**src/rtl/nib3w_pkg.sv**
```systemverilog
`timescale 1ns/1ps
package nib3w_pkg;

    localparam int BYTE_W = 8;
    localparam int NIB_W  = 4;
    localparam int BIT_W  = $clog2(BYTE_W);

    // Tag bits decoded by the device; their positions are part of the protocol.
    localparam logic [BYTE_W-1:0] FLAG_READ = 8'h40;
    localparam logic [BYTE_W-1:0] TAG_ADDR  = 8'h20;
    localparam logic [BYTE_W-1:0] TAG_DATA  = 8'h10;

    typedef enum logic [1:0] {
        ST_IDLE,
        ST_SETUP,
        ST_LOW,
        ST_RECOVER
    } nib_state_e;

    // Byte opening every transaction: the address with its tag, plus the read flag for reads.
    function automatic logic [BYTE_W-1:0] first_cmd(input logic is_wr,
                                                    input logic [NIB_W-1:0] adr);
        logic [BYTE_W-1:0] tags;
        tags = is_wr ? TAG_ADDR : (TAG_ADDR | FLAG_READ);
        return tags | {{(BYTE_W-NIB_W){1'b0}}, adr};
    endfunction

    // Second byte: the data with its tag for writes, an empty capture register for reads.
    function automatic logic [BYTE_W-1:0] second_cmd(input logic is_wr,
                                                     input logic [NIB_W-1:0] val);
        return is_wr ? (TAG_DATA | {{(BYTE_W-NIB_W){1'b0}}, val}) : '0;
    endfunction

endpackage

```
**src/rtl/nib3w_phase_timer.sv**
```systemverilog
`timescale 1ns/1ps
module nib3w_phase_timer #(
    parameter int HALF_CYC = 70
) (
    input  logic clk,
    input  logic rst_n,
    input  logic en,
    output logic at_first,
    output logic at_second,
    output logic at_last
);
    localparam int CW = $clog2(HALF_CYC + 1);

    logic [CW-1:0] cnt_q;

    always_ff @(posedge clk or negedge rst_n) begin
        if (!rst_n) begin
            cnt_q <= '0;
        end else if (!en || at_last) begin
            cnt_q <= '0;
        end else begin
            cnt_q <= cnt_q + 1'b1;
        end
    end

    assign at_first  = en && (cnt_q == '0);
    assign at_second = en && (cnt_q == CW'(1));
    assign at_last   = en && (cnt_q == CW'(HALF_CYC - 1));

    // the phase counter never passes the end of a phase
    p_cnt_bound_r4: assert property (@(posedge clk) disable iff (!rst_n)
        cnt_q < CW'(HALF_CYC));

endmodule

```
**src/rtl/nib3w_shreg.sv**
```systemverilog
`timescale 1ns/1ps
module nib3w_shreg #(
    parameter int W    = 8,
    parameter int LOW_W = 4
) (
    input  logic             clk,
    input  logic             rst_n,
    input  logic             load,
    input  logic [W-1:0]     load_val,
    input  logic             shift_out,
    input  logic             shift_in,
    input  logic             din,
    output logic             q_msb,
    output logic [LOW_W-1:0] q_low
);
    logic [W-1:0] sh_q;

    always_ff @(posedge clk or negedge rst_n) begin
        if (!rst_n) begin
            sh_q <= '0;
        end else if (load) begin
            sh_q <= load_val;
        end else if (shift_in) begin
            sh_q <= {sh_q[W-2:0], din};
        end else if (shift_out) begin
            sh_q <= {sh_q[W-2:0], 1'b0};
        end
    end

    assign q_msb = sh_q[W-1];
    assign q_low = sh_q[LOW_W-1:0];

    // the controller never requests two shift-register operations at once
    p_one_op_r2: assert property (@(posedge clk) disable iff (!rst_n)
        $onehot0({load, shift_in, shift_out}));

endmodule

```
**src/rtl/nib3w_master.sv**
```systemverilog
`timescale 1ns/1ps
module nib3w_master #(
    parameter int SYS_CLK_MHZ = 100,
    parameter int PHASE_NS    = 700
) (
    input  logic       clk,
    input  logic       rst_n,
    input  logic       req_valid,
    input  logic       req_write,
    input  logic [3:0] req_addr,
    input  logic [3:0] req_wdata,
    output logic       busy,
    output logic       rd_done,
    output logic [3:0] rd_data,
    output logic       ser_clk,
    output logic       ser_ce,
    output logic       ser_do,
    output logic       ser_oe,
    input  logic       ser_di
);
    import nib3w_pkg::*;

    localparam int RAW_HALF = (PHASE_NS * SYS_CLK_MHZ + 999) / 1000;
    localparam int HALF_CYC = (RAW_HALF < 3) ? 3 : RAW_HALF;
    localparam logic [BIT_W-1:0] LAST_BIT = BIT_W'(BYTE_W - 1);

    nib_state_e       state_q, state_d;
    logic             ph_first, ph_second, ph_end;
    logic             wr_q;
    logic             byte_q;
    logic [BIT_W-1:0] bit_q;
    logic             rx_byte;
    logic             sh_load, sh_out, sh_in, sh_msb;
    logic [BYTE_W-1:0] sh_val;
    logic [NIB_W-1:0] sh_low;
    logic             accept;

    assign rx_byte = !wr_q && byte_q;
    assign accept  = (state_q == ST_IDLE) && req_valid;

    nib3w_phase_timer #(.HALF_CYC(HALF_CYC)) timer_i (
        .clk       (clk),
        .rst_n     (rst_n),
        .en        (state_q != ST_IDLE),
        .at_first  (ph_first),
        .at_second (ph_second),
        .at_last   (ph_end)
    );

    assign sh_load = accept || ((state_q == ST_RECOVER) && ph_end && !byte_q);
    assign sh_val  = (state_q == ST_IDLE) ? first_cmd(req_write, req_addr)
                                          : second_cmd(wr_q, req_wdata_q);
    assign sh_out  = (state_q == ST_LOW) && ph_end && !rx_byte;
    assign sh_in   = (state_q == ST_SETUP) && ph_end && rx_byte;

    logic [NIB_W-1:0] req_wdata_q;

    nib3w_shreg #(.W(BYTE_W), .LOW_W(NIB_W)) shreg_i (
        .clk       (clk),
        .rst_n     (rst_n),
        .load      (sh_load),
        .load_val  (sh_val),
        .shift_out (sh_out),
        .shift_in  (sh_in),
        .din       (ser_di),
        .q_msb     (sh_msb),
        .q_low     (sh_low)
    );

    // State register
    always_ff @(posedge clk or negedge rst_n) begin
        if (!rst_n) state_q <= ST_IDLE;
        else        state_q <= state_d;
    end

    // Transitions
    always_comb begin
        state_d = state_q;
        unique case (state_q)
            ST_IDLE:    if (req_valid) state_d = ST_SETUP;
            ST_SETUP:   if (ph_end) state_d = ST_LOW;
            ST_LOW:     if (ph_end) state_d = (bit_q == LAST_BIT) ? ST_RECOVER : ST_SETUP;
            ST_RECOVER: if (ph_end) state_d = byte_q ? ST_IDLE : ST_SETUP;
            default:    state_d = ST_IDLE;
        endcase
    end

    // Outputs and per-transaction registers
    always_ff @(posedge clk or negedge rst_n) begin
        if (!rst_n) begin
            ser_clk     <= 1'b1;
            ser_ce      <= 1'b0;
            ser_do      <= 1'b0;
            ser_oe      <= 1'b0;
            busy        <= 1'b0;
            rd_done     <= 1'b0;
            rd_data     <= '0;
            wr_q        <= 1'b0;
            byte_q      <= 1'b0;
            bit_q       <= '0;
            req_wdata_q <= '0;
        end else begin
            rd_done <= 1'b0;
            unique case (state_q)
                ST_IDLE: begin
                    if (req_valid) begin
                        wr_q        <= req_write;
                        req_wdata_q <= req_wdata;
                        byte_q      <= 1'b0;
                        bit_q       <= '0;
                        ser_ce      <= 1'b1;
                        busy        <= 1'b1;
                    end
                end
                ST_SETUP: begin
                    if (ph_first && !rx_byte) ser_do <= sh_msb;
                    if (ph_second && !rx_byte && (bit_q == '0)) ser_oe <= 1'b1;
                    if (ph_end) ser_clk <= 1'b0;
                end
                ST_LOW: begin
                    if (ph_end) begin
                        ser_clk <= 1'b1;
                        if (bit_q != LAST_BIT) bit_q <= bit_q + 1'b1;
                    end
                end
                ST_RECOVER: begin
                    if (ph_first) ser_oe <= 1'b0;
                    if (ph_end) begin
                        bit_q <= '0;
                        if (!byte_q) begin
                            byte_q <= 1'b1;
                        end else begin
                            ser_ce <= 1'b0;
                            busy   <= 1'b0;
                            if (!wr_q) begin
                                rd_done <= 1'b1;
                                rd_data <= sh_low;
                            end
                        end
                    end
                end
                default: ;
            endcase
        end
    end

    // Width of the latest clock-low interval, kept for the timing check
    logic [15:0] low_len_q;
    always_ff @(posedge clk or negedge rst_n) begin
        if (!rst_n)        low_len_q <= '0;
        else if (!ser_clk) low_len_q <= low_len_q + 1'b1;
        else               low_len_q <= '0;
    end

    p_idle_lines_r7: assert property (@(posedge clk) disable iff (!rst_n)
        !ser_ce |-> (ser_clk && !ser_oe));

    p_low_width_r4: assert property (@(posedge clk) disable iff (!rst_n)
        $rose(ser_clk) |-> (low_len_q == 16'(HALF_CYC)));

    p_oe_after_data_r5: assert property (@(posedge clk) disable iff (!rst_n)
        $rose(ser_oe) |-> (ser_clk && $stable(ser_do)));

    p_done_pulse_r3: assert property (@(posedge clk) disable iff (!rst_n)
        rd_done |=> !rd_done);

    p_done_at_end_r3: assert property (@(posedge clk) disable iff (!rst_n)
        rd_done |-> (!busy && !ser_ce));

    p_accept_r6: assert property (@(posedge clk) disable iff (!rst_n)
        (req_valid && !busy) |=> (busy && ser_ce));

endmodule

```
**config.mk**
```make
export PLATFORM = sky130hd
export DESIGN_NAME = nib3w_master
export DESIGN_NICKNAME = d
export VERILOG_FILES = /design/src/rtl/nib3w_pkg.sv /design/src/rtl/nib3w_phase_timer.sv /design/src/rtl/nib3w_shreg.sv /design/src/rtl/nib3w_master.sv
export SDC_FILE = /design/constraint.sdc
export NUM_CORES = 1
export LEC_CHECK = 0
export CAP_MARGIN = 20
export CELL_PAD_IN_SITES_DETAIL_PLACEMENT = 1
export CELL_PAD_IN_SITES_GLOBAL_PLACEMENT = 1
export CORE_MARGIN = 2
export CORE_UTILIZATION = 30
export CTS_CLUSTER_DIAMETER = 40
export DETAILED_ROUTE_END_ITERATION = 7
export DONT_BUFFER_PORTS = 1
export MAX_ROUTING_LAYER = met4
export PLACE_DENSITY = 0.53
export SYNTH_ARGS = -nofsm -noshare
export SYNTH_HDL_FRONTEND = slang
export SYNTH_SLANG_ARGS = --single-unit
```
**constraint.sdc**
```tcl
create_clock -name clk -period 5.6 [get_ports clk]
set_input_delay 1.12 -clock clk [delete_from_list [all_inputs] [get_ports clk]]
set_output_delay 1.12 -clock clk [all_outputs]
set_load 0.05 [all_outputs]
```
After elaboration in Yosys (flattened, before gate mapping) --
Cells that the tools add are included.
Word-level totals: register bits after elaboration 35, output and inout bits 10, logic and storage cells 105
Operators by class: add/subtract/negate cells 2, equal/unequal tests 15, mux-type cells 35, bitwise gates (word level) 2, reduce and logical (&&, ||, !) cells 38
Operators by type and width (count):
- 8-bit two-way mux | 3
- 7-bit two-way mux | 3
- 1-bit logical AND | 14
- 1-bit two-way mux | 13
- 3-bit two-way mux | 4
- 2-bit inequality test, second input constant | 6
- 4-bit AND reduction | 3
- 2-bit two-way mux | 5
- 3-bit one-hot mux with 3 select lines | 1
- 3-bit AND reduction | 3
- 1-bit one-hot mux with 2 select lines | 4
- 2-bit one-hot mux with 4 select lines | 1
- 2-bit nonzero test | 4
- 7-bit by 1-bit adder with 7-bit output, second input constant | 1
- 7-bit by 1-bit == test with 1-bit output, second input constant | 1
- 7-bit == test, second input constant | 1
- 7-bit zero test | 1
- 7-bit by 4-bit OR with 7-bit output | 1
- 3-bit nonzero test | 2
- 5-bit two-way mux | 1
- 5-bit AND reduction | 1
- 2-bit == test, second input constant | 2
- 1-bit zero test | 4
- 2-bit by 1-bit inequality test with 1-bit output, second input constant | 2
- other kinds (9) | 11

Depth between registers and ports, before layout --
Gate-level depths: netlist of the first run.
depth in word-level cells 7, mapped depth 8, gate-level depth less buffers 7

Cells and area by module --
A second synthesis of the first run with hierarchy kept.
Second synthesis, totals: cell total of the unflattened synthesis 188, area, all modules 2006.9 um2
Modules (own cells, without submodules):
- nib3w_master | instances 1, cells an instance 105, area each 1132.3 um2, seq. area each 501.7 um2
- nib3w_shreg | instances 1, cells an instance 43, area each 473.0 um2, seq. area each 200.2 um2
- nib3w_phase_timer | instances 1, cells an instance 40, area each 401.6 um2, seq. area each 175.2 um2

Least setup slack after synthesis of the first run --
Ideal clock, no wire load.
path kind register to register, from reg state_q[0], to reg bit_q[0], library setup time 125 ps, arrival 2037 ps, path slack 3438 ps, stages on the path, launching flop included 9, buffers on the path 1, period minus slack after synthesis 2162 ps, cells stage by stage dfrtp_1 -> inv_1 -> ha_1 -> or4_4 -> or2_1 -> buf_6 -> nor3b_4 -> a21oi_1 -> mux2_4
Between the ends: cells in the longest elaborated chain, start to end 4, elaborated cells between the ends (all ways) 12
Ends and longest elaborated chain:
- start: declaration | line nib3w_master.sv:27 | nib_state_e state_q, state_d;
- start signal: assignment | line nib3w_master.sv:73 | else state_q <= state_d;
- 2-bit nonzero test | line nib3w_master.sv:44 | .en (state_q != ST_IDLE),
- 1-bit logical AND | line nib3w_phase_timer.sv:28 | assign at_last = en && (cnt_q == CW'(HALF_CYC - 1));
- 2-bit inequality test (no line)
- 5-bit AND reduction (no line)
- end signal: assignment | line nib3w_master.sv:123 | if (bit_q != LAST_BIT) bit_q <= bit_q + 1'b1;
- end: declaration | line nib3w_master.sv:31 | logic [BIT_W-1:0] bit_q;
Several ways; a longest one is shown, not always the timed one. A chain may end at the register's enable or synchronous reset.

Worst setup path in the final report of the first run --
from reg state_q[0], to reg state_q[0]
Between the ends: cells in the longest elaborated chain, start to end 4, elaborated cells between the ends (all ways) 12
Ends and longest elaborated chain (line):
- 2-bit nonzero test | nib3w_master.sv:44
- 1-bit logical AND | nib3w_phase_timer.sv:28
- 2-bit inequality test (no line)
- 4-bit AND reduction (no line)
Several ways; a longest one is shown, not always the timed one.

==> impl_metrics.ini, run 1 <==
[global_route]
antenna_found_initial = 0
track_usage_pct = 14.5
grt_start_max_net_pins = 36
grt_pass1_vias = 1321
grt_overflow = 0
grt_pass1_wl_mm = 6.81

[clock_tree]
cts_resized = 0
tritoncts = built
postCtsHoldBufs = 0
cts_max_level = 2
cts_root_buf = clkbuf_8
post_cts_buffers = 0
clk_latency_ps = 290
cts_buffers = 5
clk_pin_slew_ps = 70
cts.path.max_buffers = 2
cts_sinks = 35

[sta]
setup_tns_ps = 0
hold_viol = 0
finalCritPeriodShare_pct = 46.3
drv_slew = 0
fin_ws_ps = 3010
rsz0062_at_grt = no
maxSlewHeadroom_pct = 36.7
holdWs_ps = 515
fin_crit_ps = 2590
finClkSkew_ps = 4.87
setup_viol = 0
worst_pin_slew_ps = 937
timing.fmax_mhz = 386

[yosys]
synthFlopType = dfrtp_1
async_reset_ff_share_pct = 100
synth_area_sq_um = 1770
synth_area_per_cell_sq_um = 11.4
post_synth_num_cell_types = 38
synth_edf_count = 0
yosysWarningCount = 0
ys_ff_latch = 35
synth_nets = 178
synth_cells = 155
yosysSeqAreaShare_pct = 49.5

[placed_design]
io_buffers = 0
dpl_cell_area_sq_um = 1830
gp_congestion = 0.742
dpl_worst_slack_ps = 3010
hpwl_mm = 3.07
dp.cells = 223

[routing]
drc = 0
dr.pass1.iters = 2
vias = 1192
wl_met2_mm = 2.00
wl_met1_mm = 1.84
ant_nets = 0
met3_length_um = 162
wire_per_inst_um = 17.6
vias_per_cell = 5.16
finalWirelength_mm = 4.07
top_layer_used = met4
drtIter0Drc = 36

[critical_path]
r2r_setup_slack_ps = 3010
r2r_cells = 7
critical_path_required_ps = 5800
path_class = reg -> reg
arrival_ps = 2790
rr_endpoint = state_q[0]
startpoint_type = flop
critical_path.max_fanout = 14
r2r-start = state_q[0]
setup.worst_path.end_class = flop

[floorplan]
die_h_um = 80.9
io_pins = 23
placementRows = 27
start_util_pct = 31.6
dieArea_sq_um = 6540
dieWidth_um = 80.9
core-area_sq_um = 5610

[power_and_ir_drop]
p_per_area_nw_per_um2 = 237
static-leakage-power_nw = 0.871
peakVddDrop_v = 0.0000781
power_mw = 0.457

[layout]
area_growth_pct = 9.18
stdcell_area_sq_um = 1930
drive_gt1_share_pct = 15.7
nNetsFinal = 181
multi_input_area_sq_um = 830
utilization_pct = 34.5
most-common-layout-cells = dfrtp_1 (34), nor2_1 (11), mux2_2 (11), mux2i_1 (11)
final_common_cell = dfrtp_1
fillCellCount = 647
seq_area_sq_um = 877
diodes = 0
final_cells = 231

[flow_run]
maxCapViolations = 0

[run_status]
outcome = completed

[worst_hold_path]
hp-class = in -> async
## Yosys cell counts, drive strengths merged (2+ instances only)
cell / n / area (sq um)
a21oi: 8 / 40.0
a22o: 4 / 36.3
a22oi: 2 / 15.0
and3: 4 / 26.3
buf: 2 / 18.8
clkbuf: 2 / 8.75
dfrtp: 34 / 851
ha: 10 / 125
inv: 10 / 37.5
mux2: 12 / 139
mux2i: 11 / 110
nand2: 7 / 26.3
nand3: 4 / 20.0
nor2: 12 / 61.3
nor2b: 3 / 18.8
nor3: 2 / 10.0
o21ai: 9 / 45.0
o41ai: 2 / 17.5
xnor2: 3 / 26.3
xor2: 2 / 17.5
## layer usage
metal,global-route usage [%],vias up
met5,-,-
met4,5.59,0
met3,4.22,9
met2,22.4,17
met1,17.9,617
li1,-,549
## where the power goes
group | internal [mW] | switching (mW) | leakage, nW
Clock | 0.112 | 0.0924 | 0.0515
Combinational | 0.0000496 | 0 | 0.412
Sequential | 0.253 | 0 | 0.408
Total | 0.365 | 0.0924 | 0.871
## final cells by class
| type | count | share of cell area, % |
|---|---|---|
| flip-flops and latches | 35 | 45.3 |
| multi-input cells | 106 | 42.9 |
| inverters | 10 | 1.94 |
| well taps | 72 | 4.66 |
| clock buffers | 8 | 5.17 |
## worst max-delay path, stage by stage (launching register included)
cell      delay (ps)
dfrtp_1          430
inv_1            110
ha_1             380
or4_4            490
or2_1            380
o21ai_0          270
o21ai_0          200
a21boi_0         250
## how the worst max path moves through the flow
| stage | startpoint | endpoint | slack (ps) | cells after the start |
|---|---|---|---|---|
| 2_1_floorplan | state_q[0] | bit_q[0] | 3440 | 8 |
| 3_3_place_gp | state_q[0] | bit_q[0] | 3160 | 7 |
| 3_5_place_dp | state_q[0] | state_q[0] | 3010 | 7 |
| 4_1_cts | state_q[0] | state_q[0] | 2960 | 7 |
| 5_1_grt | state_q[0] | state_q[0] | 2770 | 7 |
| 6_report | state_q[0] | state_q[0] | 3010 | 7 |
## sequential cells by signal (all words and copies together) (netlist names)
signal and count:
rd_done 1, ser_ce 1, byte_q 1, ser_do 1, ser_oe 1, shreg_i.sh_q 8
ser_clk 1, bit_q 3, timer_i.cnt_q 7, req_wdata_q 4, rd_data 4, wr_q 1
state_q 2
## logic make-up after synthesis
logic type               count (synthesis)  synth area share [%]
AND/OR/NAND/NOR                         36                  11.6
flip-flops                              35                  49.5
AO/OA/AOI/OAI                           32                  11.7
multiplexers                            23                  14.1
buffers and inverters                   14                  3.67
adder cells (fa/ha/maj)                 10                  7.06
XOR/XNOR                                 5                  2.47
No activity file was read; power rests on OpenSTA's default activity.
==> run 2: changes to the inputs <==
--- a/config.mk
+++ b/config.mk
@@ -5,6 +5,7 @@
 export SDC_FILE = /design/constraint.sdc
 export NUM_CORES = 1
 export LEC_CHECK = 0
+export ABC_AREA = 1
 export CAP_MARGIN = 20
 export CELL_PAD_IN_SITES_DETAIL_PLACEMENT = 1
 export CELL_PAD_IN_SITES_GLOBAL_PLACEMENT = 1
@@ -14,7 +15,7 @@
 export DETAILED_ROUTE_END_ITERATION = 7
 export DONT_BUFFER_PORTS = 1
 export MAX_ROUTING_LAYER = met4
-export PLACE_DENSITY = 0.53
+export PLACE_DENSITY = 0.57
 export SYNTH_ARGS = -nofsm -noshare
 export SYNTH_HDL_FRONTEND = slang
 export SYNTH_SLANG_ARGS = --single-unit
==> constraint.sdc (replaced) <==
create_clock -name clk -period 2.1 [get_ports clk]
set_input_delay 0.42 -clock clk [delete_from_list [all_inputs] [get_ports clk]]
set_output_delay 0.42 -clock clk [all_outputs]
set_load 0.05 [all_outputs]
==> run 2 against run 1 <==
Effect of this change:
- total power rose to 5.9 times the previous value
- non-clock buffer count rose by 6
- via count rose by 32%
- utilization rose by 0.17 points
==> impl_metrics.ini, run 2 <==
[run_status]
outcome = completed

[critical_path]
setup.worst_path.end_class = flop
r2r_cells = 9
critical_path_required_ps = 2290
r2r_setup_slack_ps = 310
crit_top_cell = nor2_1
arrival_ps = 1980
path_class = reg -> reg
cp.depth = 9
cp_top_family = simple AND/OR/NAND/NOR gates
path_buf_inv = 2
path_cells = inv_1 > ha_1 > inv_2 > or2_2 > nand3_1 > o21ai_2 > nand2_1 > nor2_1 > nor2_1
critical_path.max_fanout = 8
critPathSlowestCell = dfrtp_1
critPathMaxStageDelay_ps = 430
startpoint_type = flop

[floorplan]
placementRows = 29
dieArea_sq_um = 7260
start_util_pct = 31.2
dieWidth_um = 85.2
core-area_sq_um = 6350
die_h_um = 85.2
io_pins = 23

[clock_tree]
cts.path.max_buffers = 2
cts_resized = 0
clk_latency_ps = 290
clk_pin_slew_ps = 80
cts_max_level = 2
cts_sinks = 35
post_cts_buffers = 0
postCtsHoldBufs = 2
cts_buffers = 5
tritoncts = built
cts_root_buf = clkbuf_8

[layout]
final_common_cell = nand2_1
diodes = 0
area_growth_pct = 11.2
largest-register = shreg_i.sh_q
utilization_pct = 34.7
final_cells = 329
most-common-layout-cells = nand2_1 (88), dfrtp_1 (34), inv_1 (22), nor2_1 (17), nand3_1 (12)
largest_reg_flops = 8
top_regs = shreg_i.sh_q x8, timer_i.cnt_q x7
nNetsFinal = 274
drive_gt1_share_pct = 14.3

[power_and_ir_drop]
netSwitchingFraction_pct = 45.2
p_sw_mw = 1.21
internal_power_mw = 1.47
static-leakage-power_nw = 1.12
pwr-share-seq_pct = 38.1
peakVddDrop_v = 0.000414
clkPwrFrac_pct = 18.5
p_per_area_nw_per_um2 = 1220
p_comb_share_pct = 43.4

[placed_design]
io_buffers = 0
gp_congestion = 0.822
dpl_worst_slack_ps = 298
hpwl_mm = 3.47
dp.cells = 319

[yosys]
synth_cells = 241
synth_edf_count = 0
synth_nets = 264
synth.area.top_cells = dfrtp_1 (43%), nand2_1 (17%), ha_1 (6.3%)
yosysSeqAreaShare_pct = 44.3
synthFlopType = dfrtp_1
synth.most_common_cell = nand2_1
synth_top_area_share_pct = 43.0
synth_area_sq_um = 1980
synth_area_per_cell_sq_um = 8.21
yosysWarningCount = 0
async_reset_ff_share_pct = 100
synthTopCellsByCount = nand2_1 (88), dfrtp_1 (34), inv_1 (22)
yosysTopAreaCell = dfrtp_1
post_synth_num_cell_types = 29
ys_ff_latch = 35

[sta]
setup_tns_ps = 0
drv_slew = 0
holdWs_ps = 229
hold_viol = 0
finalCritPeriodShare_pct = 85.3
setup_viol = 0
timing.fmax_mhz = 559
rsz0062_at_grt = no
worst_pin_slew_ps = 479
fin_ws_ps = 310
fin_crit_ps = 1790
finClkSkew_ps = 13.5
maxSlewHeadroom_pct = 68.1

[flow_run]
maxCapViolations = 0

[worst_hold_path]
worstHoldPathCells = 2
hp-class = in -> reg

[routing]
finalWirelength_mm = 4.61
vias_per_cell = 4.78
drtIter0Drc = 85
ant_nets = 0
vias = 1574
wire_per_inst_um = 14.0
drc = 0
dr.pass1.iters = 4

[global_route]
grt_pass1_vias = 1731
antenna_found_initial = 0
grt_start_max_net_pins = 36
track_usage_pct = 14.9
grt_pass1_wl_mm = 8.27
grt_overflow = 0
## run 2: cell types whose count changed in the layout (fill, tap and decap cells not counted), sizes merged, moves of 11 or more
cell   change
inv       +16
mux2i     -11
mux2      -12
nand2     +85
nor2      +11
## run 2: metal layers
layer  GRT usage, %  part of all wire (%)
met1           17.9                    47
met2           23.9                    47
met3           3.60                   4.4
met4           6.06                   1.8
met5              -                     0
## run 2: final timing paths
check | from | endpoint
worst min-delay path | req_wdata[1] | req_wdata_q[1]
min in group asynchronous | rst_n | req_wdata_q[0]
max in group asynchronous | rst_n | ser_clk
worst max-delay path | state_q[0] | state_q[1]
worst max register to register | state_q[0] | state_q[1]
worst min register to register | ser_ce | ser_ce
## run 2: worst register-to-register path, cell delays in order, from the launching register on
cell	delay (ps)
dfrtp_1	430
inv_1	100
ha_1	250
inv_2	200
or2_2	170
nand3_1	100
o21ai_2	200
nand2_1	80
nor2_1	100
nor2_1	50
## run 2: kinds of logic (layout without fill, tap and decap cells)
logic type | count (synthesis) | in the layout | share of synthesized area [%]
buffers and inverters | 31 | 42 | 6.57
xor gates and xnor gates | 2 | 2 | 0.885
DFF | 35 | 35 | 44.3
adders and majority gates | 10 | 10 | 6.32
AOI/OAI and AO/OA | 18 | 18 | 5.37
and+or+nand+nor | 145 | 145 | 36.5
## run 2: area by class of cell
class                      count  area (sq um)
clock inverter                 2          12.5
multi-input combinational    175           972
sequential                    35           877
inverter                      28           110
timing repair buffer           6          60.1
tap                           77          96.3
clock buffer                   6          72.6
fill                         771          4150
## run 2: per-stage QoR
stage	instance area, sq um	total power, mW
floorplan	1980	1.91
global placement	2090	2.19
detailed placement	2090	2.20
CTS	2200	2.73
global route	2200	2.97
finish	2200	2.68
## run 2: power by group through the flow
stage                     registers, mW  clock network (mW)  logic (mW)
after detailed placement           1.04                   0        1.16
final                              1.02               0.498        1.16
after global placement             1.03                   0        1.15
after floorplan                    1.03                   0       0.878
after global routing               1.06               0.554        1.36
after CTS                          1.02               0.521        1.19
==> run 3: changes to the inputs <==
--- a/config.mk
+++ b/config.mk
@@ -15,7 +15,7 @@
 export DETAILED_ROUTE_END_ITERATION = 7
 export DONT_BUFFER_PORTS = 1
 export MAX_ROUTING_LAYER = met4
-export PLACE_DENSITY = 0.57
+export PLACE_DENSITY = 0.55
 export SYNTH_ARGS = -nofsm -noshare
 export SYNTH_HDL_FRONTEND = slang
 export SYNTH_SLANG_ARGS = --single-unit
==> constraint.sdc (replaced) <==
create_clock -name clk -period 2.3 [get_ports clk]
set_input_delay 0.46 -clock clk [delete_from_list [all_inputs] [get_ports clk]]
set_output_delay 0.46 -clock clk [all_outputs]
set_load 0.05 [all_outputs]
==> run 3 against run 2 <==
Effect of this change:
- combinational power shrank 10%
- largest cell class unchanged
- critical endpoint is now state_q[0]
- utilization grew 0.32 points
- register-to-register slack gained 80 ps
- largest power group unchanged
- clock skew shrank 8.5 ps
- cell count is the same
- flip-flop and latch count is the same
==> impl_metrics.ini, run 3 (synthesis results as in run 2) <==
[layout]
most-common-layout-cells = nand2_1 (88), dfrtp_1 (34), inv_1 (22), nor2_1 (17), nand3_1 (12)
largest-register = shreg_i.sh_q
final_common_cell = nand2_1
drive_gt1_share_pct = 13.5
largest_reg_flops = 8
final_cells = 329
multi_input_area_sq_um = 972
fillCellCount = 768
top_regs = shreg_i.sh_q x8, timer_i.cnt_q x7
area_growth_pct = 12.2
nNetsFinal = 274
diodes = 0
seq_area_sq_um = 877

[sta]
setup_viol = 0
rsz0062_at_grt = no
timing.fmax_mhz = 525
worst_pin_slew_ps = 474
drv_slew = 0
hold_viol = 0
fin_crit_ps = 1910
finalCritPeriodShare_pct = 82.9
maxSlewHeadroom_pct = 68.4
fin_ws_ps = 394
finClkSkew_ps = 4.94
setup_tns_ps = 0
holdWs_ps = 282

[clock_tree]
cts_root_buf = clkbuf_8
cts_sinks = 35
cts.path.max_buffers = 2
clk_pin_slew_ps = 70
cts_buffers = 5
cts_max_level = 2
clk_latency_ps = 280
tritoncts = built

[critical_path]
startpoint_type = flop
rr_endpoint = state_q[0]
r2r_setup_slack_ps = 390
arrival_ps = 2060
r2r_cells = 8
critical_path.max_fanout = 8
setup.worst_path.end_class = flop
critical_path_required_ps = 2460
r2r-start = state_q[0]
path_class = reg -> reg

[power_and_ir_drop]
p_per_area_nw_per_um2 = 1110
netSwitchingFraction_pct = 43.7
static-leakage-power_nw = 1.13
p_sw_mw = 1.08
p_comb_share_pct = 42.4
internal_power_mw = 1.39
pwr-share-seq_pct = 37.7
peakVddDrop_v = 0.000624
clkPwrFrac_pct = 19.9

[routing]
drtIter0Drc = 62
finalWirelength_mm = 4.50
vias_per_cell = 4.62
drc = 0
vias = 1521
dr.pass1.iters = 4
ant_nets = 0
wire_per_inst_um = 13.7

[floorplan]
core-area_sq_um = 6350
placementRows = 29
dieArea_sq_um = 7260
dieWidth_um = 85.2
die_h_um = 85.2
start_util_pct = 31.2
io_pins = 23

[run_status]
outcome = completed

[global_route]
track_usage_pct = 14.0
grt_start_max_net_pins = 35
grt_overflow = 0
antenna_found_initial = 0
grt_pass1_vias = 1572
grt_pass1_wl_mm = 7.76

[worst_hold_path]
hp-class = in -> reg
min_to = req_wdata_q[0]
hold_start = req_wdata[0]
worstHoldPathCells = 2

[flow_run]
maxCapViolations = 0

[placed_design]
io_buffers = 0
dpl_worst_slack_ps = 398
dp.cells = 317
hpwl_mm = 3.40
gp_congestion = 0.768
## run 3: cell types whose count changed in the layout (fill, tap and decap cells not counted)
cell and change:
buf_4 -2, clkinvlp_4 -1, clkbuf_8 +2, dlygate4sd3_1 +2, clkinv_2 -1
## run 3: worst max path at each step
stage                     startpoint  slack [ps]          to  cells past startpoint
after CTS                 state_q[0]         380  state_q[0]                      8
after global placement    state_q[0]         460  state_q[0]                      8
after detailed placement  state_q[0]         400  state_q[0]                      8
final                     state_q[0]         390  state_q[0]                      8
after global routing      state_q[0]         210  state_q[0]                      8
after floorplan           state_q[0]         650  state_q[1]                     10
## run 3: repair_timing
action,in CTS,in global routing
gates resized for setup,0,0
buffers inserted,0,0
endpoints found under the hold margin,34,0
hold buffers,4,0
## run 3: worst max-delay path: stages (launching register included)
cell and delay (ps):
dfrtp_1 440, inv_1 120, ha_1 330, inv_2 180, or2_2 320, nand3_1 110, o21ai_2 90, o21ai_0 80
o21ai_0 110
## run 3: power groups by stage
| stage | combinational, mW | sequential [mW] | clock [mW] |
|---|---|---|---|
| 2_1_floorplan | 0.802 | 0.941 | 0 |
| 3_3_place_gp | 1.03 | 0.938 | 0 |
| 3_5_place_dp | 1.04 | 0.944 | 0 |
| 4_1_cts | 1.07 | 0.933 | 0.517 |
| 5_1_grt | 1.21 | 0.955 | 0.539 |
| 6_report | 1.04 | 0.929 | 0.491 |
## run 3: layout make-up
type,instances,share of cell area (%)
well taps,77,4.34
clock buffers,8,4.51
inverters,28,4.96
repair buffers,6,2.93
multi-input cells,175,43.8
flip-flops and latches,35,39.5
## run 3: metrics by stage
stage	area (sq um)	power (mW)	utilization, %
after detailed placement	2070	1.99	32.6
after CTS	2220	2.52	35.0
after floorplan	1980	1.74	-
after global placement	2070	1.97	32.6
final	2220	2.46	35.0
after global routing	2220	2.70	35.0
## run 3: layer usage
metal | routed length [um] | vias up | GRT usage, %
met5 | 0 | - | -
met4 | 51 | 0 | 4.33
met3 | 147 | 5 | 3.31
met2 | 1980 | 19 | 20.0
met1 | 2320 | 714 | 19.7
li1 | - | 783 | -
